--- src/rtl/sync_ofs_pkg.sv ---
package sync_ofs_pkg;

    typedef enum logic {
        ST_IDLE = 1'b0,
        ST_OPEN = 1'b1
    } ofs_state_t;

    localparam int BIT_GE  = 3;
    localparam int BIT_RSL = 4;
    localparam int BIT_SEL = 5;
    localparam int BIT_CMP = 6;

endpackage

--- src/rtl/ofs_tracker.sv ---
module ofs_tracker
    import sync_ofs_pkg::*;
#(
    parameter int OFS_W      = 5,
    parameter int FIFO_DEPTH = 16
) (
    input  logic             clk,
    input  logic             rst_n,
    input  logic             is_target,
    input  logic             req_pulse,
    input  logic             ack_pulse,
    input  logic             phase_chg,
    input  logic [OFS_W-1:0] max_offset,
    output logic [OFS_W-1:0] cnt,
    output logic             err_ofs_ovf,
    output logic             err_cap_ovf,
    output logic             err_ofs_unf,
    output logic             err_phase
);

    localparam logic [OFS_W-1:0] CAP = OFS_W'(FIFO_DEPTH);
    localparam logic [OFS_W-1:0] ONE = OFS_W'(1);

    ofs_state_t       state_q, state_n;
    logic [OFS_W-1:0] cnt_q, cnt_n;
    logic             inc, dec, accept;

    // State register process
    always_ff @(posedge clk or negedge rst_n) begin
        if (!rst_n) begin
            state_q <= ST_IDLE;
            cnt_q   <= '0;
        end else begin
            state_q <= state_n;
            cnt_q   <= cnt_n;
        end
    end

    // Next-state and output process
    always_comb begin
        inc         = req_pulse & ~ack_pulse;
        dec         = ack_pulse & ~req_pulse;
        err_ofs_ovf = inc && (cnt_q >= max_offset);
        err_cap_ovf = inc && (cnt_q >= CAP);
        accept      = inc && !err_ofs_ovf && !err_cap_ovf;
        err_ofs_unf = 1'b0;
        err_phase   = 1'b0;
        state_n     = state_q;
        cnt_n       = cnt_q;
        unique case (state_q)
            ST_IDLE: begin
                err_ofs_unf = is_target && dec;
                if (!phase_chg && accept) begin
                    state_n = ST_OPEN;
                end
            end
            ST_OPEN: begin
                err_phase = !is_target && phase_chg;
                if (phase_chg || (dec && cnt_q == ONE)) begin
                    state_n = ST_IDLE;
                end
            end
            default: state_n = ST_IDLE;
        endcase
        if (phase_chg) begin
            cnt_n = '0;
        end else if (accept) begin
            cnt_n = cnt_q + ONE;
        end else if (dec && cnt_q != '0) begin
            cnt_n = cnt_q - ONE;
        end
    end

    assign cnt = cnt_q;

    AST_STATE_MATCHES_COUNT: assert property (@(posedge clk) disable iff (!rst_n)
        (state_q == ST_IDLE) == (cnt_q == '0));

    AST_ACCEPTED_REQ_INCREMENTS: assert property (@(posedge clk) disable iff (!rst_n)
        (req_pulse && !ack_pulse && !phase_chg && cnt_q < max_offset && cnt_q < CAP)
        |=> cnt_q == $past(cnt_q) + ONE);

    AST_PHASE_EMPTIES_COUNT: assert property (@(posedge clk) disable iff (!rst_n)
        phase_chg |=> cnt_q == '0);

endmodule

--- src/rtl/fifo_misuse_chk.sv ---
module fifo_misuse_chk (
    input  logic fifo_rd,
    input  logic fifo_wr,
    input  logic fifo_empty,
    input  logic fifo_full,
    output logic err_unf,
    output logic err_ovf
);

    always_comb begin
        err_unf = fifo_rd & fifo_empty;
        err_ovf = fifo_wr & fifo_full;
    end

endmodule

--- src/rtl/status_sticky.sv ---
module status_sticky
    import sync_ofs_pkg::*;
(
    input  logic       clk,
    input  logic       rst_n,
    input  logic       set_ge,
    input  logic       set_rsl,
    input  logic       set_sel,
    input  logic       set_cmp,
    input  logic       rd_clr,
    output logic [7:0] stat
);

    logic [7:0] set_vec, stat_q;

    always_comb begin
        set_vec          = '0;
        set_vec[BIT_GE]  = set_ge;
        set_vec[BIT_RSL] = set_rsl;
        set_vec[BIT_SEL] = set_sel;
        set_vec[BIT_CMP] = set_cmp;
    end

    always_ff @(posedge clk or negedge rst_n) begin
        if (!rst_n) begin
            stat_q <= '0;
        end else begin
            stat_q <= (rd_clr ? 8'h00 : stat_q) | set_vec;
        end
    end

    assign stat = stat_q;

    AST_GE_STICKY: assert property (@(posedge clk) disable iff (!rst_n)
        (stat_q[BIT_GE] && !rd_clr) |=> stat_q[BIT_GE]);

    AST_CLEAR_EMPTIES: assert property (@(posedge clk) disable iff (!rst_n)
        (rd_clr && !set_ge && !set_rsl && !set_sel && !set_cmp) |=> stat_q == 8'h00);

endmodule

--- src/rtl/sync_ofs_monitor.sv ---
module sync_ofs_monitor
    import sync_ofs_pkg::*;
#(
    parameter int OFS_W      = 5,
    parameter int FIFO_DEPTH = 16
) (
    input  logic             clk,
    input  logic             rst_n,
    input  logic             is_target,
    input  logic             req_pulse,
    input  logic             ack_pulse,
    input  logic [OFS_W-1:0] max_offset,
    input  logic             fifo_rd,
    input  logic             fifo_wr,
    input  logic             fifo_empty,
    input  logic             fifo_full,
    input  logic             phase_chg,
    input  logic             sel_evt,
    input  logic             resel_evt,
    input  logic             arb_done,
    input  logic             sel_en,
    input  logic             resel_en,
    input  logic             id_match,
    input  logic             stat_rd_clr,
    output logic [7:0]       stat_byte,
    output logic             irq,
    output logic [OFS_W-1:0] offset_cnt
);

    logic e_ofs_ovf, e_cap_ovf, e_ofs_unf, e_phase;
    logic e_fifo_unf, e_fifo_ovf;
    logic gross, sel_ok, rsl_ok;

    ofs_tracker #(
        .OFS_W      (OFS_W),
        .FIFO_DEPTH (FIFO_DEPTH)
    ) u_trk (
        .clk         (clk),
        .rst_n       (rst_n),
        .is_target   (is_target),
        .req_pulse   (req_pulse),
        .ack_pulse   (ack_pulse),
        .phase_chg   (phase_chg),
        .max_offset  (max_offset),
        .cnt         (offset_cnt),
        .err_ofs_ovf (e_ofs_ovf),
        .err_cap_ovf (e_cap_ovf),
        .err_ofs_unf (e_ofs_unf),
        .err_phase   (e_phase)
    );

    fifo_misuse_chk u_fifo (
        .fifo_rd    (fifo_rd),
        .fifo_wr    (fifo_wr),
        .fifo_empty (fifo_empty),
        .fifo_full  (fifo_full),
        .err_unf    (e_fifo_unf),
        .err_ovf    (e_fifo_ovf)
    );

    always_comb begin
        gross  = e_ofs_ovf | e_cap_ovf | e_ofs_unf | e_phase | e_fifo_unf | e_fifo_ovf;
        sel_ok = sel_evt & sel_en & id_match;
        rsl_ok = resel_evt & resel_en & id_match;
    end

    status_sticky u_stat (
        .clk     (clk),
        .rst_n   (rst_n),
        .set_ge  (gross),
        .set_rsl (rsl_ok),
        .set_sel (sel_ok),
        .set_cmp (arb_done),
        .rd_clr  (stat_rd_clr),
        .stat    (stat_byte)
    );

    assign irq = |stat_byte;

    AST_TARGET_ACK_AT_ZERO: assert property (@(posedge clk) disable iff (!rst_n)
        (is_target && ack_pulse && !req_pulse && offset_cnt == '0) |=> stat_byte[BIT_GE]);

    AST_SEL_QUALIFIED: assert property (@(posedge clk) disable iff (!rst_n)
        (sel_evt && sel_en && id_match) |=> stat_byte[BIT_SEL]);

endmodule

--- config.mk ---
export PLATFORM = sky130hd
export DESIGN_NAME = sync_ofs_monitor
export DESIGN_NICKNAME = d
export VERILOG_FILES = /design/src/rtl/sync_ofs_pkg.sv /design/src/rtl/ofs_tracker.sv /design/src/rtl/fifo_misuse_chk.sv /design/src/rtl/status_sticky.sv /design/src/rtl/sync_ofs_monitor.sv
export SDC_FILE = /design/constraint.sdc
export NUM_CORES = 1
export LEC_CHECK = 0
export BUFFER_PORTS_ARGS = -buffer_cell sky130_fd_sc_hd__buf_2
export CAP_MARGIN = 20
export CORE_UTILIZATION = 46
export CTS_CLUSTER_SIZE = 12
export DETAILED_ROUTE_END_ITERATION = 8
export GPL_TIMING_DRIVEN = 0
export MAX_ROUTING_LAYER = met4
export PLACE_DENSITY = 0.78
export RECOVER_POWER = 25
export SETUP_SLACK_MARGIN = 0.1
export SLEW_MARGIN = 15
export SYNTH_ARGS = -nofsm -noshare
export SYNTH_HDL_FRONTEND = slang
export SYNTH_HIERARCHICAL = 1
export SYNTH_SLANG_ARGS = --single-unit
--- constraint.sdc ---
create_clock -name clk -period 2.6 [get_ports clk]
set_clock_uncertainty 0.15 [all_clocks]
set_input_delay 0.26 -clock clk [delete_from_list [all_inputs] [get_ports clk]]
set_output_delay 0.26 -clock clk [all_outputs]
set_load 0.05 [all_outputs]
==> out/results.tsv, run 1 <==
stage	metric	value	unit
outcome	status	finished with violations	
outcome	violations	DRC	
drt	ant_nets	0	
pwr	peakVddDrop	0.3774	mV
timing	setup_ws	334.1	ps
floorplanning	coreArea	1559	um^2
placed_design	io_buffers	30	
synth	yosys_warnings	6	
min_path	holdPathEnd	u_stat/stat[6]$_DFF_PN0_	
global_routing	antenna_found_initial	0	
min_path	hp-start	arb_done	
floorplanning	die_h	43.66	um
layout	final_cell_mix	buf_2, dfrtp_1, ha_1	
setup_path	slowest_stage	dfrtp_1	
cts	cts_tree	done	
floorplanning	die_w	43.66	um
drt	drc	2	
drt	firstDrtPassIters	6	
setup_path	cpPeakStageDelay	460	ps
global_routing	grt_max_degree	11	
synth	synth_xor_area_frac	0	
synth	synthSimpleGateAreaFrac	0.2476	
drt	wl_per_cell	12.06	um
min_path	hold-path-cell-count	2	
synth	muxShareOfSynthArea	0.02665	
layout	layout_commonest_cell	buf_2	
synth	synth_fa_ha_area_frac	0.1254	
global_routing	grt_pass1_vias	727	
cts	cts_max_level	1	
setup_path	start_kind	register	
timing	slew_violations	0	
pwr	power_per_cell_area	536.2	nW/um^2
pwr	p_leak	0.5500	nW
synth	ys_ff_latch	10	
cts	root_buffer	clkbuf_4	
cts	clk_latency	260	ps
min_path	hold_class	in -> reg	
setup_path	path_buf_inv	1	
timing	period_minus_slack	2266	ps
layout	final_layout_size_suffix_gt1_frac	0.3359	
drt	drt_iter0_drc	16	
placed_design	dpl.hpwl	1338	um
synth	synth-compound-area-share	0.1959	
synth	synthCells	90	
timing	max_freq	441.3	MHz
synth	syn_area	798.3	um^2
layout	syn_to_final_growth	28.37	%
global_routing	grt_pass1_wl	2904	um
layout	fin_nets	159	
setup_path	r2r.worst_path.cells	7	
setup_path	cp_max_fo	9	
timing	setup-tns-final	0	ps
synth	synth.avg_cell_area	8.870	um^2
timing	worstMarginPinSlew	538.3	ps
timing	setup_viol_count_final	0	
cts	cts_resized	0	
setup_path	crit_family	compound AO/OA/AOI/OAI gates	
cts	clockBufferDepth	2	
timing	slew_headroom	0.6412	
setup_path	required	2630	ps
setup_path	crit_arrival	2300	ps
global_routing	grt_overflow	0	
flow_run	maxCapViolCount	0	
setup_path	crit_start	u_trk/cnt[0]$_DFFE_PN0P_	
synth	ys_types	34	
drt	avgViaCountPerCell	5.375	
setup_path	cp_cell_sequence	inv_1 -> ha_1 -> nor2b_1 -> o21ai_1 -> a31oi_4 -> or3b_1 -> a31oi_1	
cts	cts_setup_buffers	0	
timing	period_share	0.8715	
floorplanning	row_count	14	
synth	seq_area_frac_synth	0.3135	
layout	num_antenna_cells	0	
placed_design	dp_slack	389.1	ps
placed_design	finalWeightedCongestion	0.8152	
setup_path	end_kind	register	
cts	cts-buffers-inserted	3	
global_routing	grt_use_total	0.2066	
drt	drt_wl_total	1736	um
floorplanning	die_area	1906	um^2
cts	clkSlewWorstSetupHoldPaths	70	ps
synth	synth_top_family_by_area	simple AND/OR/NAND/NOR gates	
floorplanning	start_util	0.5120	
timing	rsz0062_at_grt	false	
layout	fillers	144	
timing	hold_viol_final	0	
drt	vias	774	
setup_path	path_class	reg -> reg	
setup_path	ff2ff_setup_slack	330	ps
cts	clock-sinks	10	
setup_path	rr_endpoint	u_trk/cnt[3]$_DFFE_PN0P_	
floorplanning	ios	36	
setup_path	r2r_start	u_trk/cnt[0]$_DFFE_PN0P_	
==> worst reg2reg max path, cell delays in order (launching register included) <==
cell and delay (ps):
dfrtp_1 460, inv_1 140, ha_1 290, nor2b_1 110, o21ai_1 130, a31oi_4 340
or3b_1 390, a31oi_1 180
==> flip-flops by register name, summed over array words and instances, names as in the netlist <==
name           flops
u_trk/state_q      1
u_trk/cnt          5
u_stat/stat        4
==> power breakdown <==
part | internal (mW) | switching (mW)
registers | 0.171 | 0.0209
logic | 0.0746 | 0.143
clock network | 0.0850 | 0.0549
total | 0.330 | 0.219
==> cells in the mapped netlist <==
cell type  number  area (um^2)
and2_1          2        12.51
a22oi_1         1        7.510
nand4_1         2        12.51
conb_1          1        3.750
a41o_1          2        20.02
nand2b_1        2        12.51
a21oi_1         6        30.03
and3_1          2        12.51
a31oi_1         2        12.51
o21ai_1         1        5.000
inv_1           6        22.52
a31oi_4         1        21.27
nand3_1         2        10.01
mux2i_1         1        10.01
nor4_1          3        18.77
nor2_1          7        26.28
dfrtp_1        10        250.2
ha_1            8        100.1
buf_4           4        30.03
inv_2           2        7.510
or3_1           2        12.51
nor3_1          1        5.000
a21o_1          4        30.03
nand3b_4        1        20.02
clkbuf_1        1        3.750
o41ai_1         1        8.760
nor3b_1         1        7.510
nand2_1         7        26.28
or3b_1          1        8.760
mux2_1          1        11.26
a21oi_4         1        16.27
o21ai_0         1        5.000
buf_2           1        5.000
nor2b_1         2        12.51
==> cell type report <==
cell class              count  area (um^2)  area share
well taps                  16        20.02     0.01954
multi-input cells          69        490.5      0.4786
inverters                   8        30.03     0.02930
repair buffers             31        158.9      0.1551
flip-flops and latches     10        250.2      0.2442
plain buffers               6        38.79     0.03785
clock buffers               4        36.28     0.03541
==> layer usage <==
layer,track usage,wire [um],up-vias
met1,0.2566,794,360
met5,-,0,-
met4,0.05625,0,0
met2,0.3522,847,25
li1,-,-,389
met3,0.02500,94,0
==> how the worst max path moves through the flow <==
stage | to | slack, ps | cells after the start
detailed placement | u_trk/cnt[3]$_DFFE_PN0P_ | 390 | 7
global route | u_trk/cnt[3]$_DFFE_PN0P_ | 130 | 7
finish | u_trk/cnt[3]$_DFFE_PN0P_ | 330 | 7
CTS | u_trk/cnt[3]$_DFFE_PN0P_ | 340 | 7
floorplan | u_trk/cnt[2]$_DFFE_PN0P_ | 210 | 7
global placement | u_trk/cnt[3]$_DFFE_PN0P_ | 410 | 7
==> repair_timing <==
item | CTS | global route
hold endpoints to repair | 10 | 0
hold buffers | 1 | 0
endpoints found under the setup margin | 0 | 0
==> logic make-up (layout without fill, tap and decap cells) <==
group           count (synthesis)  count (layout)
buf+inv                        14              49
other cells                     1               4
fa+ha+maj                       8               8
mux                             2               2
simple gates                   35              35
compound gates                 20              20
flops                          10              10
==> through the flow <==
stage          hold WS [ps]  std cells  utilization  instance area (um^2)  power, mW
3_5_place_dp         -19.24        139       0.6284                 979.7     0.4106
4_1_cts               18.27        144       0.6581                  1026     0.5538
3_3_place_gp         -18.49        139       0.6284                 979.7     0.4040
6_report              22.19        144       0.6573                  1025     0.5494
2_1_floorplan        -185.6         93            -                 809.5     0.3554
5_1_grt               25.25        144       0.6573                  1025     0.5857
Note: power is estimated with default switching activity, not from simulation.
==> run 2: changes to the inputs <==
==> constraint.sdc (replaced) <==
create_clock -name clk -period 2.2 [get_ports clk]
set_clock_uncertainty 0.15 [all_clocks]
set_input_delay 0.22 -clock clk [delete_from_list [all_inputs] [get_ports clk]]
set_output_delay 0.22 -clock clk [all_outputs]
set_load 0.05 [all_outputs]
==> out/results.tsv, run 2 (synthesis gave the netlist of run 1 again) <==
stage	metric	value	unit
outcome	status	finished with violations	
outcome	violations	DRC	
drt	wl_met3	117	um
drt	route.met2.wl	1176	um
placed_design	io_buffers	30	
pwr	clkPwrFrac	0.233	
cts	cts-buffers-inserted	3	
cts	root_buffer	clkbuf_4	
timing	hold_viol_final	0	
layout	fin_nets	168	
placed_design	dp_slack	44.71	ps
flow_run	maxCapViolCount	0	
global_routing	grt_use_total	0.2342	
placed_design	finalWeightedCongestion	0.8563	
timing	slew_violations	0	
drt	wl_met1	801	um
timing	setup_viol_count_final	0	
floorplanning	row_count	14	
pwr	p_int	0.4249	mW
floorplanning	die_area	1906	um^2
timing	period_share	0.9334	
floorplanning	die_w	43.66	um
drt	drt_wl_total	2139	um
timing	max_freq	487.0	MHz
drt	vias	834	
drt	drt_iter0_drc	22	
timing	slew_headroom	0.6516	
pwr	switching_share	0.3943	
layout	final_layout_size_suffix_gt1_frac	0.4453	
cts	clockBufferDepth	2	
layout	syn_to_final_growth	41.85	%
floorplanning	start_util	0.5120	
cts	cts_max_level	1	
setup_path	crit_arrival	2080	ps
layout	fillers	119	
cts	clkSlewWorstSetupHoldPaths	60	ps
global_routing	antenna_found_initial	0	
pwr	p_switching	0.2767	mW
placed_design	dpl.hpwl	1493	um
drt	ant_nets	0	
floorplanning	ios	36	
timing	setup-tns-final	0	ps
cts	cts_tree	done	
timing	worstMarginPinSlew	522.6	ps
pwr	power_per_cell_area	619.6	nW/um^2
floorplanning	die_h	43.66	um
layout	final_cell_mix	buf_2, buf_4, nand2_1, nor2_1	
cts	clk_latency	270	ps
drt	drc	2	
global_routing	grt_pass1_vias	767	
cts	clock-sinks	10	
timing	rsz0062_at_grt	false	
floorplanning	coreArea	1559	um^2
pwr	p_comb_frac	0.444	
layout	largest_reg_flops	5	
setup_path	required	2230	ps
global_routing	grt_pass1_wl	3091	um
setup_path	cp_max_fo	5	
layout	layout_commonest_cell	buf_2	
setup_path	ff2ff_setup_slack	150	ps
timing	period_minus_slack	2053	ps
timing	setup_ws	146.6	ps
setup_path	start_kind	register	
layout	num_antenna_cells	0	
pwr	peakVddDrop	0.3976	mV
setup_path	end_kind	register	
drt	avgViaCountPerCell	5.451	
drt	wl_per_cell	13.98	um
drt	firstDrtPassIters	6	
min_path	hold_class	in -> reg	
layout	instances_no_fill	153	
setup_path	path_class	reg -> reg	
drt	top_layer	met4	
global_routing	grt_max_degree	11	
placed_design	post-place-cells	139	
pwr	p_leak	0.5886	nW
pwr	seqPwrFrac	0.323	
global_routing	grt_overflow	0	
-- run 2: repair_timing --
item	4_1_cts	5_1_grt
hold buffers	2	0
buffers inserted	2	6
gates resized for setup	0	2
cloned	0	0
setup endpoints to repair	2	3
endpoints found under the hold margin	11	0
pin swaps	1	2
-- run 2: worst max-delay path, cell delays in order (launching register included) --
cell     delay [ps]
dfrtp_2         430
inv_2            90
ha_1            240
nor2b_2         130
o21ai_2          90
a31oi_4         220
or3b_1          390
a31oi_1         210
-- run 2: final cells by class --
type                    instances  area [um^2]  area share
well taps                      16        20.02     0.01768
repair buffers                 40        229.0      0.2022
multi-input cells              69        521.8      0.4608
plain buffers                   6        38.79     0.03425
clock buffers                   4        36.28     0.03204
inverters                       8        30.03     0.02652
flip-flops and latches         10        256.5      0.2265
-- run 2: power groups by stage --
| stage | clock [mW] | combinational [mW] | sequential, mW |
|---|---|---|---|
| floorplan | 0 | 0.140 | 0.288 |
| global route | 0.173 | 0.338 | 0.229 |
| detailed placement | 0 | 0.261 | 0.234 |
| CTS | 0.167 | 0.269 | 0.231 |
| finish | 0.164 | 0.311 | 0.227 |
| global placement | 0 | 0.253 | 0.232 |
-- run 2: stage by stage --
stage               cell area (um^2)  hold slack (ps)  power (mW)    util
detailed placement              1002           -63.79      0.4955  0.6429
global route                    1132            114.0      0.7404  0.7263
floorplan                      832.0           -225.6      0.4279       -
finish                          1132            122.7      0.7015  0.7263
CTS                             1074            113.2      0.6667  0.6886
global placement                1002           -60.09      0.4851  0.6429
-- run 2: per-layer routing --
layer	track usage	vias up
met5	-	-
met4	0.1000	0
met3	0.05000	7
met2	0.4149	31
met1	0.2480	389
li1	-	407
-- run 2: worst paths after layout --
kind / start / endpoint / cells after the start
min reg2reg: u_stat/stat[3]$_DFF_PN0_ / u_stat/stat[3]$_DFF_PN0_ / 1
max: u_trk/cnt[0]$_DFFE_PN0P_ / u_trk/cnt[3]$_DFFE_PN0P_ / 7
min: stat_rd_clr / u_stat/stat[3]$_DFF_PN0_ / 3
max in group asynchronous: rst_n / u_trk/cnt[4]$_DFFE_PN0P_ / 2
max reg2reg: u_trk/cnt[0]$_DFFE_PN0P_ / u_trk/cnt[3]$_DFFE_PN0P_ / 7
min in group asynchronous: rst_n / u_stat/stat[5]$_DFF_PN0_ / 2
==> run 3: changes to the inputs <==
--- a/config.mk
+++ b/config.mk
@@ -13,10 +13,10 @@
 export GPL_TIMING_DRIVEN = 0
 export MAX_ROUTING_LAYER = met4
 export PLACE_DENSITY = 0.78
-export RECOVER_POWER = 25
 export SETUP_SLACK_MARGIN = 0.1
 export SLEW_MARGIN = 15
 export SYNTH_ARGS = -nofsm -noshare
 export SYNTH_HDL_FRONTEND = slang
 export SYNTH_HIERARCHICAL = 1
 export SYNTH_SLANG_ARGS = --single-unit
+export TNS_END_PERCENT = 5
==> out/results.tsv, run 3 (synthesis gave the netlist of run 1 again) <==
stage	metric	value	unit
setup_path	crit_arrival	2080	ps
min_path	hold_class	in -> reg	
drt	avgViaCountPerCell	5.464	
global_routing	grt_pass1_wl	3091	um
outcome	status	finished with violations	
timing	slew_headroom	0.6558	
layout	fin_nets	168	
cts	clockBufferDepth	2	
floorplanning	row_count	14	
layout	syn_to_final_growth	42.01	%
cts	cts_tree	done	
placed_design	finalWeightedCongestion	0.8563	
timing	hold_viol_final	0	
layout	final_layout_size_suffix_gt1_frac	0.4526	
cts	cts-buffers-inserted	3	
global_routing	grt_use_total	0.2342	
layout	fin_util	0.7271	
timing	worstMarginPinSlew	513.8	ps
layout	layout_commonest_cell	buf_2	
global_routing	grt_overflow	0	
flow_run	maxCapViolCount	0	
placed_design	io_buffers	30	
placed_design	dpl.hpwl	1493	um
outcome	violations	DRC	
cts	clkSlewWorstSetupHoldPaths	60	ps
timing	max_freq	487.0	MHz
setup_path	path_class	reg -> reg	
pwr	power_per_cell_area	619.0	nW/um^2
setup_path	start_kind	register	
pwr	p_leak	0.5913	nW
floorplanning	die_area	1906	um^2
global_routing	grt_max_degree	11	
setup_path	r2r.worst_path.cells	7	
min_path	hold-path-cell-count	3	
drt	ant_nets	0	
drt	drt_wl_total	2140	um
timing	slew_violations	0	
floorplanning	coreArea	1559	um^2
floorplanning	die_h	43.66	um
floorplanning	ios	36	
global_routing	grt_pass1_vias	767	
setup_path	required	2230	ps
global_routing	antenna_found_initial	0	
floorplanning	start_util	0.5120	
cts	clock-sinks	10	
timing	setup-tns-final	0	ps
pwr	peakVddDrop	0.3976	mV
cts	clk_latency	270	ps
timing	period_share	0.9334	
setup_path	cp_max_fo	5	
drt	drt_iter0_drc	22	
floorplanning	die_w	43.66	um
timing	period_minus_slack	2053	ps
cts	cts_max_level	1	
drt	firstDrtPassIters	6	
placed_design	post-place-cells	139	
drt	vias	836	
layout	largest_reg_flops	5	
cts	root_buffer	clkbuf_4	
timing	rsz0062_at_grt	false	
layout	num_antenna_cells	0	
drt	drc	2	
setup_path	end_kind	register	
layout	instances_no_fill	153	
layout	fillers	120	
drt	wl_per_cell	13.99	um
layout	final_cell_mix	buf_2, buf_4, nand2_1, nor2_1	
timing	setup_viol_count_final	0	
-- run 3: cell types whose count changed in the layout (fill, tap and decap cells not counted) --
cell | before | now
buf_2 | 30 | 31
clkbuf_1 | 2 | 1
-- run 3: area by class of cell --
type / count / area, um^2 / share of cell area
plain buffers: 6 / 38.79 / 0.03422
clock buffers: 4 / 36.28 / 0.03201
inverters: 8 / 30.03 / 0.02649
multi-input cells: 69 / 521.8 / 0.4603
flip-flops and latches: 10 / 256.5 / 0.2263
well taps: 16 / 20.02 / 0.01766
repair buffers: 40 / 230.2 / 0.2031
-- run 3: critical path, stage by stage (launching register included) --
cell     delay (ps)
dfrtp_2         430
inv_2            90
ha_1            240
nor2b_2         130
o21ai_2          90
a31oi_4         220
or3b_1          390
a31oi_1         210
-- run 3: per-stage QoR --
step	hold WS, ps	cell area [um^2]	power (mW)	setup WS, ps
2_1_floorplan	-225.6	832.0	0.4279	102.4
3_3_place_gp	-60.09	1002	0.4851	156.7
3_5_place_dp	-63.79	1002	0.4955	44.71
4_1_cts	113.2	1074	0.6667	138.9
5_1_grt	114.0	1134	0.7406	109.4
6_report	122.8	1134	0.7017	146.6
-- run 3: worst paths after layout --
kind	startpoint	end	slack (ps)
max reg2reg	u_trk/cnt[0]$_DFFE_PN0P_	u_trk/cnt[3]$_DFFE_PN0P_	150
min	stat_rd_clr	u_stat/stat[3]$_DFF_PN0_	120
min reg2reg	u_stat/stat[3]$_DFF_PN0_	u_stat/stat[3]$_DFF_PN0_	350
max	u_trk/cnt[0]$_DFFE_PN0P_	u_trk/cnt[3]$_DFFE_PN0P_	150
min in group asynchronous	rst_n	u_stat/stat[5]$_DFF_PN0_	210
max in group asynchronous	rst_n	u_trk/cnt[4]$_DFFE_PN0P_	1490
-- run 3: repair_timing --
action | 4_1_cts | 5_1_grt
hold endpoints to repair | 11 | 0
setup buffers | 2 | 6
hold buffers | 2 | 0
endpoints found under the setup margin | 2 | 3
gates resized for setup | 0 | 2
pin swaps | 1 | 2
-- run 3: routing by layer --
layer | wire (um) | global-route usage
met1 | 795 | 0.2480
met2 | 1178 | 0.4149
met3 | 123 | 0.05000
met4 | 43 | 0.1000
met5 | 0 | -
-- run 3: report_power, final --
group          leakage (nW)  switching [mW]  total (mW)  internal (mW)
sequential            0.121          0.0223       0.227          0.204
clock                0.0210          0.0631       0.164          0.101
combinational         0.449           0.191       0.311          0.120
